<file path="src/rtl/capcmp_timer.sv">
module capcmp_timer #(
  parameter int CNT_W  = 16,
  parameter int PRE_W  = 3,
  parameter int ADDR_W = 3
) (
  input  logic             clk,
  input  logic             rst_n,
  input  logic             wr_en,
  input  logic [ADDR_W-1:0] addr,
  input  logic [CNT_W-1:0] wdata,
  output logic [CNT_W-1:0] rd_data,
  input  logic             tmr_in,
  output logic             irq,
  output logic [CNT_W-1:0] cap_value
);
  localparam int PDIV_W = (1 << PRE_W) - 1;
  localparam logic [CNT_W-1:0] ONE = CNT_W'(1);

  logic              en, pol, flag, armed;
  logic [PRE_W-1:0]  psel;
  logic [1:0]        isel;
  logic [CNT_W-1:0]  cnt, cmp, cap_q;
  logic [PDIV_W-1:0] pcnt;
  logic [2:0]        sync;

  wire ctrl_wr  = wr_en && (addr == ADDR_W'(0));
  wire cnt_wr   = wr_en && (addr == ADDR_W'(1)) && !en;
  wire cmp_wr   = wr_en && (addr == ADDR_W'(2));
  wire edge_hit = en && (pol ? (sync[2] & ~sync[1]) : (~sync[2] & sync[1]));
  wire running  = en && armed;
  wire tick     = running && (&(pcnt | ({PDIV_W{1'b1}} << psel)));
  wire cap_ev   = running && edge_hit;
  wire cmp_ev   = tick && !cap_ev && (cnt == cmp);
  wire irq_ok   = cap_ev ? (isel != 2'b10) : (isel != 2'b01);

  always_ff @(posedge clk or negedge rst_n) begin
    if (!rst_n) begin
      sync  <= '0;
      en    <= 1'b0;
      pol   <= 1'b0;
      psel  <= '0;
      isel  <= '0;
      cnt   <= '0;
      cmp   <= '1;
      cap_q <= '0;
      flag  <= 1'b0;
      armed <= 1'b0;
      pcnt  <= '0;
      irq   <= 1'b0;
    end else begin
      sync <= {sync[1:0], tmr_in};
      irq  <= (cap_ev || cmp_ev) && irq_ok;
      pcnt <= running ? pcnt + 1'b1 : '0;

      if (cap_ev) begin
        cap_q <= cnt;
        cnt   <= ONE;
        flag  <= 1'b1;
      end else if (tick) begin
        if (cnt == cmp) begin
          cnt  <= ONE;
          flag <= 1'b0;
        end else begin
          cnt <= cnt + ONE;
        end
      end else if (cnt_wr) begin
        cnt <= wdata;
      end

      if (ctrl_wr && (!wdata[0] || !en)) armed <= 1'b0;
      else if (!en)                      armed <= 1'b0;
      else if (edge_hit)                 armed <= 1'b1;

      if (ctrl_wr) {isel, psel, pol, en} <= wdata[PRE_W+3:0];
      if (cmp_wr)  cmp <= wdata;
    end
  end

  always_comb begin
    case (addr)
      ADDR_W'(0): rd_data = CNT_W'({isel, psel, pol, en});
      ADDR_W'(1): rd_data = cnt;
      ADDR_W'(2): rd_data = cmp;
      ADDR_W'(3): rd_data = CNT_W'(flag);
      ADDR_W'(4): rd_data = cap_q;
      default:    rd_data = '0;
    endcase
  end

  assign cap_value = cap_q;
endmodule


</file>
<file path="config.mk">
export PLATFORM = sky130hd
export DESIGN_NAME = capcmp_timer
export DESIGN_NICKNAME = d
export VERILOG_FILES = /design/src/rtl/capcmp_timer.sv
export SDC_FILE = /design/constraint.sdc
export NUM_CORES = 1
export LEC_CHECK = 0
export ABC_AREA = 1
export BUFFER_PORTS_ARGS = -buffer_cell sky130_fd_sc_hd__buf_2
export CAP_MARGIN = 30
export CORE_MARGIN = 5
export CORE_UTILIZATION = 52
export DETAILED_ROUTE_END_ITERATION = 10
export GPL_ROUTABILITY_DRIVEN = 0
export PLACE_DENSITY = 0.76
export SETUP_SLACK_MARGIN = 0.1
export SYNTH_ARGS = -nofsm -noshare
export SYNTH_HDL_FRONTEND = slang
export SYNTH_SLANG_ARGS = --single-unit
</file>
<file path="constraint.sdc">
create_clock -name clk -period 1.5 [get_ports clk]
set_input_delay 0.15 -clock clk [delete_from_list [all_inputs] [get_ports clk]]
set_output_delay 0.15 -clock clk [all_outputs]
set_load 0.005 [all_outputs]
</file>
== Word level (Yosys, flattened, before mapping) ==
Index checks and enable logic that the tools add are counted.

* Register bits: 68
* ROM bits: 0
* Latch bits: 0
* Word-level logic and storage cells: 65
* Memories: 0
* Bits in writable memories: 0

* $add $sub $neg: 2
* Reductions and logical operators: 23
* Div/mod/pow operators: 0
* Shift operators: 1
* Bitwise logic cells: 5
* Magnitude comparators: 0
* $mul: 0
* Eq/ne operators: 8
* Muxes and demuxes: 14

{| class="wikitable"
|+ Operators with widths
! operator !! count
|-
| one-hot mux 16 bit (5 select lines) || 1
|-
| two-way mux 16 bit || 4
|-
| adder 16 x 1 -> 16 bit, second input constant || 1
|-
| == test 16 bit || 1
|-
| logical AND 1 bit || 12
|-
| two-way mux 1 bit || 8
|-
| adder 7 x 1 -> 7 bit, second input constant || 1
|-
| two-way mux 7 bit || 1
|-
| OR 7 bit || 1
|-
| AND reduction 7 bit || 1
|-
| left shift 7 x 3 -> 7 bit, first input constant || 1
|-
| == test 3 x 2 -> 1 bit, second input constant || 2
|-
| nonzero test 2 bit || 2
|-
| == test 3 x 1 -> 1 bit, second input constant || 1
|-
| == test 3 bit, second input constant || 1
|-
| zero test 1 bit || 3
|-
| zero test 3 bit || 1
|-
| != test 3 x 1 -> 1 bit, second input constant || 1
|-
| nonzero test 3 bit || 1
|-
| AND 1 bit || 2
|-
| logical OR 1 bit || 2
|-
| != test 2 x 1 -> 1 bit, second input constant || 1
|-
| != test 2 bit, second input constant || 1
|-
| NOT 1 bit || 2
|-
| AND reduction 2 bit || 1
|}

== Longest topological paths before layout ==
Gate-level depths: netlist of the first run.

* Word-level depth: 10
* Depth in mapped cells: 14
* Mapped depth without buffers: 13

== Least setup slack after synthesis of the first run ==
Ideal clock, no wire load.

* Kind: reg2reg
* Start: register cmp[12]
* End: register cnt[2]
* Period minus slack after synthesis: 1.452 ns
* Required time: 1.384 ns
* Buffers on the path: 1
* Arrival time: 1.336 ns
* Cell stages (with the launch flop): 13
* Path slack: 0.048 ns
* Path through: dfstp_2 -> inv_1 -> nand2_1 -> nand2_1 -> nor2_1 -> nand2_1 -> nor2_1 -> nand2_2 -> buf_6 -> nand3_1 -> nand2_1 -> nand2_1 -> nand2_1

* Word-level cells in the longest chain between the ends: 4

{| class="wikitable"
|+ RTL lines
! element !! line !! source
|-
| start: declaration || 22 || <nowiki>logic [CNT_W-1:0] cnt, cmp, cap_q;</nowiki>
|-
| start signal: assignment || 75 || <nowiki>if (cmp_wr) cmp <= wdata;</nowiki>
|-
| == test 16 bit || 60 || <nowiki>if (cnt == cmp) begin</nowiki>
|-
| two-way mux 16 bit || 60 ||
|-
| two-way mux 16 bit || 59 || <nowiki>end else if (tick) begin</nowiki>
|-
| two-way mux 16 bit || 55 || <nowiki>if (cap_ev) begin</nowiki>
|-
| end signal: assignment || 64 || <nowiki>cnt <= cnt + ONE;</nowiki>
|-
| end signal: assignment || 67 || <nowiki>cnt <= wdata;</nowiki>
|-
| end: declaration || 22 ||
|}

No other way between the ends.
A chain may end at the register's enable or synchronous reset.

== Worst setup path after layout of the first run ==
* Start: register cmp[1]
* End: register irq

* Word-level cells in the longest chain between the ends: 4

{| class="wikitable"
|+ RTL lines
! element !! line !! source
|-
| == test 16 bit || 33 || <nowiki>wire cmp_ev = tick && !cap_ev && (cnt == cmp);</nowiki>
|-
| logical AND 1 bit || 33 ||
|-
| logical OR 1 bit || 52 || <nowiki>irq <= (cap_ev || cmp_ev) && irq_ok;</nowiki>
|-
| logical AND 1 bit || 52 ||
|-
| end signal: assignment || 52 ||
|-
| end: declaration || 13 || <nowiki>output logic irq,</nowiki>
|}

No other way between the ends.

==> impl_metrics.csv, run 1 <==
group,metric,value,unit
logic_synthesis,ys_ff_latch,68,
power,power_frac_clock,18.9,%
logic_synthesis,synth-simple-area-share,34.15,%
logic_synthesis,synth-adder-area-share,0.6335,%
worst_setup_path,worstSetupStartpointType,"flip-flop",
timing,final_max_slew_viol_count,0,
worst_setup_path,worstPathArrival,1.97,ns
layout,final_core_utilization,73.12,%
power,sw_frac_of_total,37.97,%
clock_network,cts-buffers-inserted,9,
detailed_routing,first_pass_iters,6,
logic_synthesis,dominant_combinational_cell_family_by_area_after_synthesis,"simple AND/OR/NAND/NOR gates",
worst_setup_path,critical_path.top_delay_family,"simple AND/OR/NAND/NOR gates",
timing,worst_slew_margin_rel,75.53,%
run,max-cap-violations,0,
clock_network,h-tree-depth,3,
detailed_routing,drt-vias-per-instance,5.215,
worst_setup_path,setup.worst_path.class,"flip-flop to flip-flop",
logic_synthesis,synthesis.yosys.warnings,0,
place,placement.setup.worst_slack,-0.1593,ns
floorplan,floorplan.die.height,97.16,µm
layout,fin_nets,727,
worst_setup_path,critical_path.endpoint_type,"flip-flop",
power,combPwrFrac,42.1,%
detailed_routing,drt-total-wl,12300,µm
logic_synthesis,yosys-top-cells-count,"sky130_fd_sc_hd__nand2_1 (247), sky130_fd_sc_hd__dfrtp_1 (52), sky130_fd_sc_hd__nor2_1 (46)",
global_routing,grt_usage,25.27,%
worst_setup_path,worst_endpoint_required_time,1.76,ns
status,result_of_the_run,"complete, but fails checks",
timing,timing_worst_slew_pin_value,0.3670,ns
timing,clock-skew-final,0.01438,ns
timing,timing.final.setup_violations,22,
detailed_routing,post-route-drc-count,0,
logic_synthesis,netlist_top_cells_area,"sky130_fd_sc_hd__dfrtp_1 (33%), sky130_fd_sc_hd__nand2_1 (23%), sky130_fd_sc_hd__dfstp_2 (11%)",
logic_synthesis,avgSynthCellArea,7.004,µm²
worst_setup_path,buf_inv_stages_crit_path,3,
worst_setup_path,timing.critical_path.slowest_stage_cell,"sky130_fd_sc_hd__dfstp_2",
logic_synthesis,share_of_cell_area_taken_by_muxes_after_synthesis,0,%
clock_network,ctsRootBufferMaster,"sky130_fd_sc_hd__clkbuf_8",
status,failing_checks,"negative setup slack",
logic_synthesis,mappedNetlistNets,589,
power,vdd.ir_drop.worst,0.0006206,V
floorplan,floorplan.initialDensity,53.88,%
detailed_routing,dr_total_vias,4203,
logic_synthesis,netlist_area,3950,µm²
timing,worst_slack,-0.2110,ns
power,cell_internal_pwr,4.750,mW
timing,grt_setup_unrepaired,"true",
power,power.static_leakage,2.827,nW
global_routing,grt_max_degree,69,
clock_network,clock_latency,0.35,ns
worst_setup_path,cp_slowest_stage_delay,0.55,ns
global_routing,grt_pass1_wl,19170,µm
floorplan,fp-row-count,31,
detailed_routing,detail_route.wl_per_cell,15.26,µm
place,place.detailed.hpwl,8685,µm
power,seqPwrFrac,39.0,%
logic_synthesis,post-synth-top-area-cell,"sky130_fd_sc_hd__dfrtp_1",
worst_setup_path,worstPathCellList,"inv_2 > nand2_2 > nand2_1 > nor2_1 > nand2_1 > nor2_2 > nand2_2 > buf_6 > buf_4 > o31ai_4",
power,switching_power,2.908,mW
timing,fmaxAchievable,584.5,MHz
global_routing,gr-total-overflow,0,
clock_network,worst_setup_hold_path_clk_slew,0.07,ns
timing,timing.final.crit_period,1.711,ns
logic_synthesis,predominant_post_synthesis_flop_cell,"sky130_fd_sc_hd__dfrtp_1",
logic_synthesis,post_synth_num_cell_types,33,
floorplan,die_width,97.16,µm
timing,timing.setup.tns,-3.047,ns
logic_synthesis,compound_cell_area_share_of_the_yosys_netlist,11.09,%
clock_network,clock_tree.buffer_depth,2,
worst_setup_path,critical_path.max_fanout,5,
logic_synthesis,synth_sequential_area_ratio,43.59,%
layout,antennaDiodeCount,0,
detailed_routing,drtAntennaViolNets,0,
timing,period_share,114.1,%
floorplan,fp.coreArea,7331,µm²
global_routing,first_global_vias,3858,
timing,final_hold_viol_count,0,
power,power.total,7.658,mW
floorplan,floorplan.io_pins,56,
logic_synthesis,synth-xor-area-share,1.774,%
floorplan,die_ar,9439,µm²
logic_synthesis,synth_async_sr_flop_share,100.0,%
logic_synthesis,synth_enable_flop_cells,0,
logic_synthesis,synth_top_area_share,32.94,%
detailed_routing,first_iter_violations,329,
hold_path,holdCritPathClass,"input port to flip-flop",
clock_network,clkSinkCount,68,
power,power_density,1429,nW/µm²
layout,area_growth_syn_to_layout,35.70,%
clock_network,tritoncts,"yes",
global_routing,number_of_antenna_violations_at_the_first_check_in_global_routing,0,
place,io_buffer_count,55,
worst_setup_path,r2r_setup_slack,-0.21,ns
logic_synthesis,yosys.cell_count.top_type,"sky130_fd_sc_hd__nand2_1",
layout,final_layout_size_suffix_gt1_share,35.22,%
logic_synthesis,postSynthCellCount,564,
==> cell type report <==
| cell class | count | area [µm²] |
|---|---|---|
| multi-input cells | 416 | 1983 |
| fillers | 548 | 1971 |
| flip-flops and latches | 68 | 1728 |
| repair buffers | 150 | 1117 |
| inverters | 57 | 216.5 |
| clock buffers | 15 | 186.4 |
| well taps | 99 | 123.9 |
| clock inverters | 1 | 5.005 |
==> stage by stage <==
step	hold WS [ns]	cells	instance area, µm²
4_1_cts	0.03933	797	5215
5_1_grt	0.03896	806	5360
6_report	0.03906	806	5360
3_5_place_dp	0.1958	774	4852
2_1_floorplan	-0.1456	564	3955
3_3_place_gp	0.1955	774	4852
==> registers in the layout, summed over array words and instances, names as in the netlist <==
name / flops
cmp: 16
pol: 1
armed: 1
pcnt: 7
psel: 3
sync: 3
cap_value: 16
irq: 1
cnt: 16
isel: 2
en: 1
flag: 1
==> worst register-to-register path, cell delays in order, from the launching register on <==
cell,delay (ns)
sky130_fd_sc_hd__dfstp_2,0.55
sky130_fd_sc_hd__inv_2,0.04
sky130_fd_sc_hd__nand2_2,0.05
sky130_fd_sc_hd__nand2_1,0.06
sky130_fd_sc_hd__nor2_1,0.14
sky130_fd_sc_hd__nand2_1,0.13
sky130_fd_sc_hd__nor2_2,0.12
sky130_fd_sc_hd__nand2_2,0.10
sky130_fd_sc_hd__buf_6,0.14
sky130_fd_sc_hd__buf_4,0.13
sky130_fd_sc_hd__o31ai_4,0.17
==> per-layer routing <==
metal,global-route usage (%),vias to the layer above,wire length (µm)
met1,35.58,1936,5358
li1,-,2053,-
met3,4.953,29,865
met2,39.70,185,5806
met5,0,-,0
met4,7.019,0,266
==> path summary, 6_finish.rpt <==
kind	startpoint	to	depth (start not counted)
min in group asynchronous	rst_n	armed	3
setup / recovery	cmp[1]	irq	10
hold / removal	wdata[0]	cmp[0]	3
max in group asynchronous	rst_n	cmp[6]	3
hold reg to reg	sync[0]	sync[1]	0
setup reg to reg	cmp[1]	irq	10
==> cell usage in the layout (no fill, tap or decap), drive strengths merged <==
cell and n:
nand2 251, buf 147, inv 56, dfrtp 52, nor2 49, o21ai 43, nand3 19, dfstp 16
clkbuf 16, a21oi 14, o211ai 9, xor2 8, o2111ai 6, nand3b 5, nor3 5, nand4 2
dlygate4sd3 2, clkinv 2, ha 2, a221oi 1, a21o 1, o31ai 1
==> repair_timing <==
item | in CTS | in global routing
hold endpoints to repair | 53 | 0
buffers inserted | 5 | 7
resized for setup | 43 | 20
pin swaps | 22 | 5
hold buffers | 2 | 0
endpoints found under the setup margin | 39 | 49
cloned | 0 | 2
==> cell families after synthesis <==
group                    after synthesis
adder cells (fa/ha/maj)                2
flip-flops                            68
AND/OR/NAND/NOR                      331
XOR/XNOR                               8
buffers and inverters                 80
AO/OA/AOI/OAI                         75
==> power groups by stage <==
stage / Clock (mW) / Combinational [mW] / Sequential [mW]
5_1_grt: 1.55 / 3.55 / 3.05
2_1_floorplan: 0 / 1.55 / 2.81
6_report: 1.44 / 3.23 / 2.99
3_3_place_gp: 0 / 2.83 / 2.93
4_1_cts: 1.45 / 3.07 / 2.96
3_5_place_dp: 0 / 2.91 / 2.96
No activity file was read; power rests on OpenSTA's default activity.
==> run 2: changes to the inputs <==
--- a/config.mk
+++ b/config.mk
@@ -8,11 +8,13 @@
 export ABC_AREA = 1
 export BUFFER_PORTS_ARGS = -buffer_cell sky130_fd_sc_hd__buf_2
 export CAP_MARGIN = 30
+export CELL_PAD_IN_SITES_DETAIL_PLACEMENT = 1
+export CELL_PAD_IN_SITES_GLOBAL_PLACEMENT = 1
 export CORE_MARGIN = 5
-export CORE_UTILIZATION = 52
+export CORE_UTILIZATION = 37
 export DETAILED_ROUTE_END_ITERATION = 10
 export GPL_ROUTABILITY_DRIVEN = 0
-export PLACE_DENSITY = 0.76
+export PLACE_DENSITY_LB_ADDON = 0.1
 export SETUP_SLACK_MARGIN = 0.1
 export SYNTH_ARGS = -nofsm -noshare
 export SYNTH_HDL_FRONTEND = slang
==> constraint.sdc (replaced) <==
create_clock -name clk -period 1.5 [get_ports clk]
set_input_delay 0.075 -clock clk [delete_from_list [all_inputs] [get_ports clk]]
set_output_delay 0.075 -clock clk [all_outputs]
set_load 0.005 [all_outputs]
==> run 2 against run 1 <==
  * The flow still finishes with violations (negative setup slack)
  * Core utilization decreased by 18 points
  * Sequential power increased by 2%
  * Largest power group unchanged
  * Via count increased by 3.0%
  * Count of clock-buffer cells in the layout decreased by 5
  * Critical path depth increased by 2
  * Power increased by 11%
  * Largest cell class unchanged
  * Non-clock buffer count increased by 20
  * Highest routed layer unchanged
  * Design area increased by 6.9%
  * First-iteration DRC count decreased by 19%
  * Cell count increased by 7.2%
==> impl_metrics.csv, run 2 (synthesis gave the netlist of run 1 again) <==
group,metric,value,unit
power,power_density,1478,nW/µm²
detailed_routing,dr_total_vias,4329,
global_routing,most_crowded_layer_gr,"met2",
hold_path,worstHoldPathCells,3,
hold_path,min-delay-start,"wr_en",
run,max-cap-violations,0,
clock_network,worst_setup_hold_path_clk_slew,0.09,ns
layout,area_growth_syn_to_layout,45.01,%
timing,worst_slew_margin_rel,74.18,%
place,place.detailed.hpwl,10430,µm
place,io_buffer_count,55,
hold_path,holdCritPathClass,"input port to flip-flop",
place,place_area,4901,µm²
worst_setup_path,worst_reg2reg_endpoint,"cnt[14]",
detailed_routing,post-route-drc-count,0,
layout,design_area,5728,µm²
worst_setup_path,worst-r2r-cell-count,12,
clock_network,clock_tree.buffer_depth,2,
clock_network,clkSinkCount,68,
worst_setup_path,critical_path.max_fanout,8,
global_routing,gr-usage-met2,37.99,%
detailed_routing,drtAntennaViolNets,0,
worst_setup_path,critical_path.endpoint_type,"flip-flop",
power,power.static_leakage,2.945,nW
timing,period_share,114.7,%
global_routing,met3_usage,3.529,%
floorplan,fp-row-count,37,
global_routing,grt_pass1_wl,23280,µm
detailed_routing,drt-total-wl,15260,µm
timing,fmaxAchievable,581.5,MHz
timing,worst_slack,-0.2198,ns
power,power.total,8.466,mW
global_routing,first_global_vias,4488,
layout,mostFrequentLayoutCells,"sky130_fd_sc_hd__nand2_1 (229), sky130_fd_sc_hd__buf_4 (75), sky130_fd_sc_hd__buf_2 (55)",
clock_network,h-tree-depth,3,
floorplan,die_ar,12840,µm²
layout,post_layout_nonfiller_instances,864,
worst_setup_path,worst_endpoint_required_time,1.76,ns
worst_setup_path,r2r_setup_slack,-0.22,ns
status,failing_checks,"negative setup slack",
global_routing,number_of_antenna_violations_at_the_first_check_in_global_routing,0,
floorplan,floorplan.io_pins,56,
clock_network,tritoncts,"yes",
floorplan,fp.coreArea,10370,µm²
detailed_routing,detail_route.wl_per_cell,17.66,µm
global_routing,grt_max_degree,69,
timing,timing.final.crit_period,1.720,ns
timing,final_hold_viol_count,0,
floorplan,floorplan.initialDensity,38.09,%
timing,grt_setup_unrepaired,"true",
global_routing,gr-total-overflow,0,
clock_network,ctsRootBufferMaster,"sky130_fd_sc_hd__clkbuf_8",
clock_network,clock_latency,0.38,ns
worst_setup_path,worstSetupStartpointType,"flip-flop",
detailed_routing,drt-vias-per-instance,5.010,
worst_setup_path,setup.worst_path.class,"flip-flop to flip-flop",
power,vdd.ir_drop.worst,0.0007739,V
layout,multi_input_logic_area,2062,µm²
timing,timing.final.setup_violations,22,
floorplan,floorplan.die.height,113.3,µm
floorplan,die_width,113.3,µm
timing,final_max_slew_viol_count,0,
layout,final_layout_size_suffix_gt1_share,37.77,%
global_routing,grt_usage,23.33,%
place,post-place-cells,813,
place,placement.setup.worst_slack,-0.2487,ns
detailed_routing,first_iter_violations,266,
layout,layout.cells.most_common,"sky130_fd_sc_hd__nand2_1",
layout,antennaDiodeCount,0,
layout,area_taken_by_flip_flops_and_latches,1732,µm²
hold_path,min_delay_worst_endpoint,"psel[0]",
global_routing,groute.layer.met1.usage,31.59,%
detailed_routing,first_pass_iters,4,
timing,clock-skew-final,0.01241,ns
layout,filler_cell_count,1339,
timing,timing_worst_slew_pin_value,0.3872,ns
clock_network,cts-buffers-inserted,9,
worst_setup_path,worst_r2r_start,"cmp[4]",
status,result_of_the_run,"complete, but fails checks",
layout,final_core_utilization,55.24,%
worst_setup_path,worstPathArrival,1.98,ns
layout,fin_nets,748,
[run 2: area by class of cell]
type,count,area share [%]
clock buffers,10,2.228
clock inverters,6,1.966
inverters,57,3.888
multi-input cells,417,36.00
flip-flops and latches,68,30.23
well taps,136,2.971
repair buffers,170,22.72
[run 2: critical path, stage by stage, from the launching register on]
cell and delay [ns]:
sky130_fd_sc_hd__dfstp_2 0.55, sky130_fd_sc_hd__inv_2 0.05, sky130_fd_sc_hd__nand2_2 0.08, sky130_fd_sc_hd__nand2_2 0.06, sky130_fd_sc_hd__nor2_2 0.12, sky130_fd_sc_hd__nand2_2 0.10, sky130_fd_sc_hd__nor2_4 0.13, sky130_fd_sc_hd__nand2_4 0.09
sky130_fd_sc_hd__clkbuf_16 0.18, sky130_fd_sc_hd__nand3_1 0.09, sky130_fd_sc_hd__nand2_1 0.05, sky130_fd_sc_hd__nand2_1 0.05, sky130_fd_sc_hd__nand2_1 0.05
[run 2: how the worst max path moves through the flow]
stage,slack (ns),startpoint,to
2_1_floorplan,0.05,cmp[3],cnt[2]
4_1_cts,-0.17,cmp[5],cnt[10]
3_5_place_dp,-0.25,cmp[4],cnt[10]
6_report,-0.22,cmp[4],cnt[14]
5_1_grt,-0.26,cmp[4],cnt[3]
3_3_place_gp,-0.17,cmp[5],cnt[12]
[run 2: stage by stage]
| stage | setup TNS [ns] | hold slack [ns] |
|---|---|---|
| after CTS | -2.107 | 0.05111 |
| after global routing | -4.748 | 0.1148 |
| after detailed placement | -3.650 | 0.1322 |
| after global placement | -2.614 | 0.1342 |
| final | -3.439 | 0.09435 |
| after floorplan | 0 | -0.2206 |
[run 2: power by group]
part	total, mW	internal [mW]	switching (mW)
Combinational	3.52	1.68	1.84
Clock	1.90	1.11	0.791
Sequential	3.05	2.42	0.629
Total	8.47	5.20	3.26
[run 2: what timing repair did]
item / CTS / global route
gates resized for setup: 55 / 40
setup buffers: 14 / 10
gates cloned: 0 / 2
endpoints found under the hold margin: 70 / 0
pin swaps: 21 / 20
hold buffers: 18 / 0
setup endpoints to repair: 41 / 49
[run 2: routing by layer]
layer / routed length [µm] / part of all wire [%]
met1: 6964 / 46
met2: 7432 / 49
met3: 591 / 3.9
met4: 270 / 1.8
met5: 0 / 0
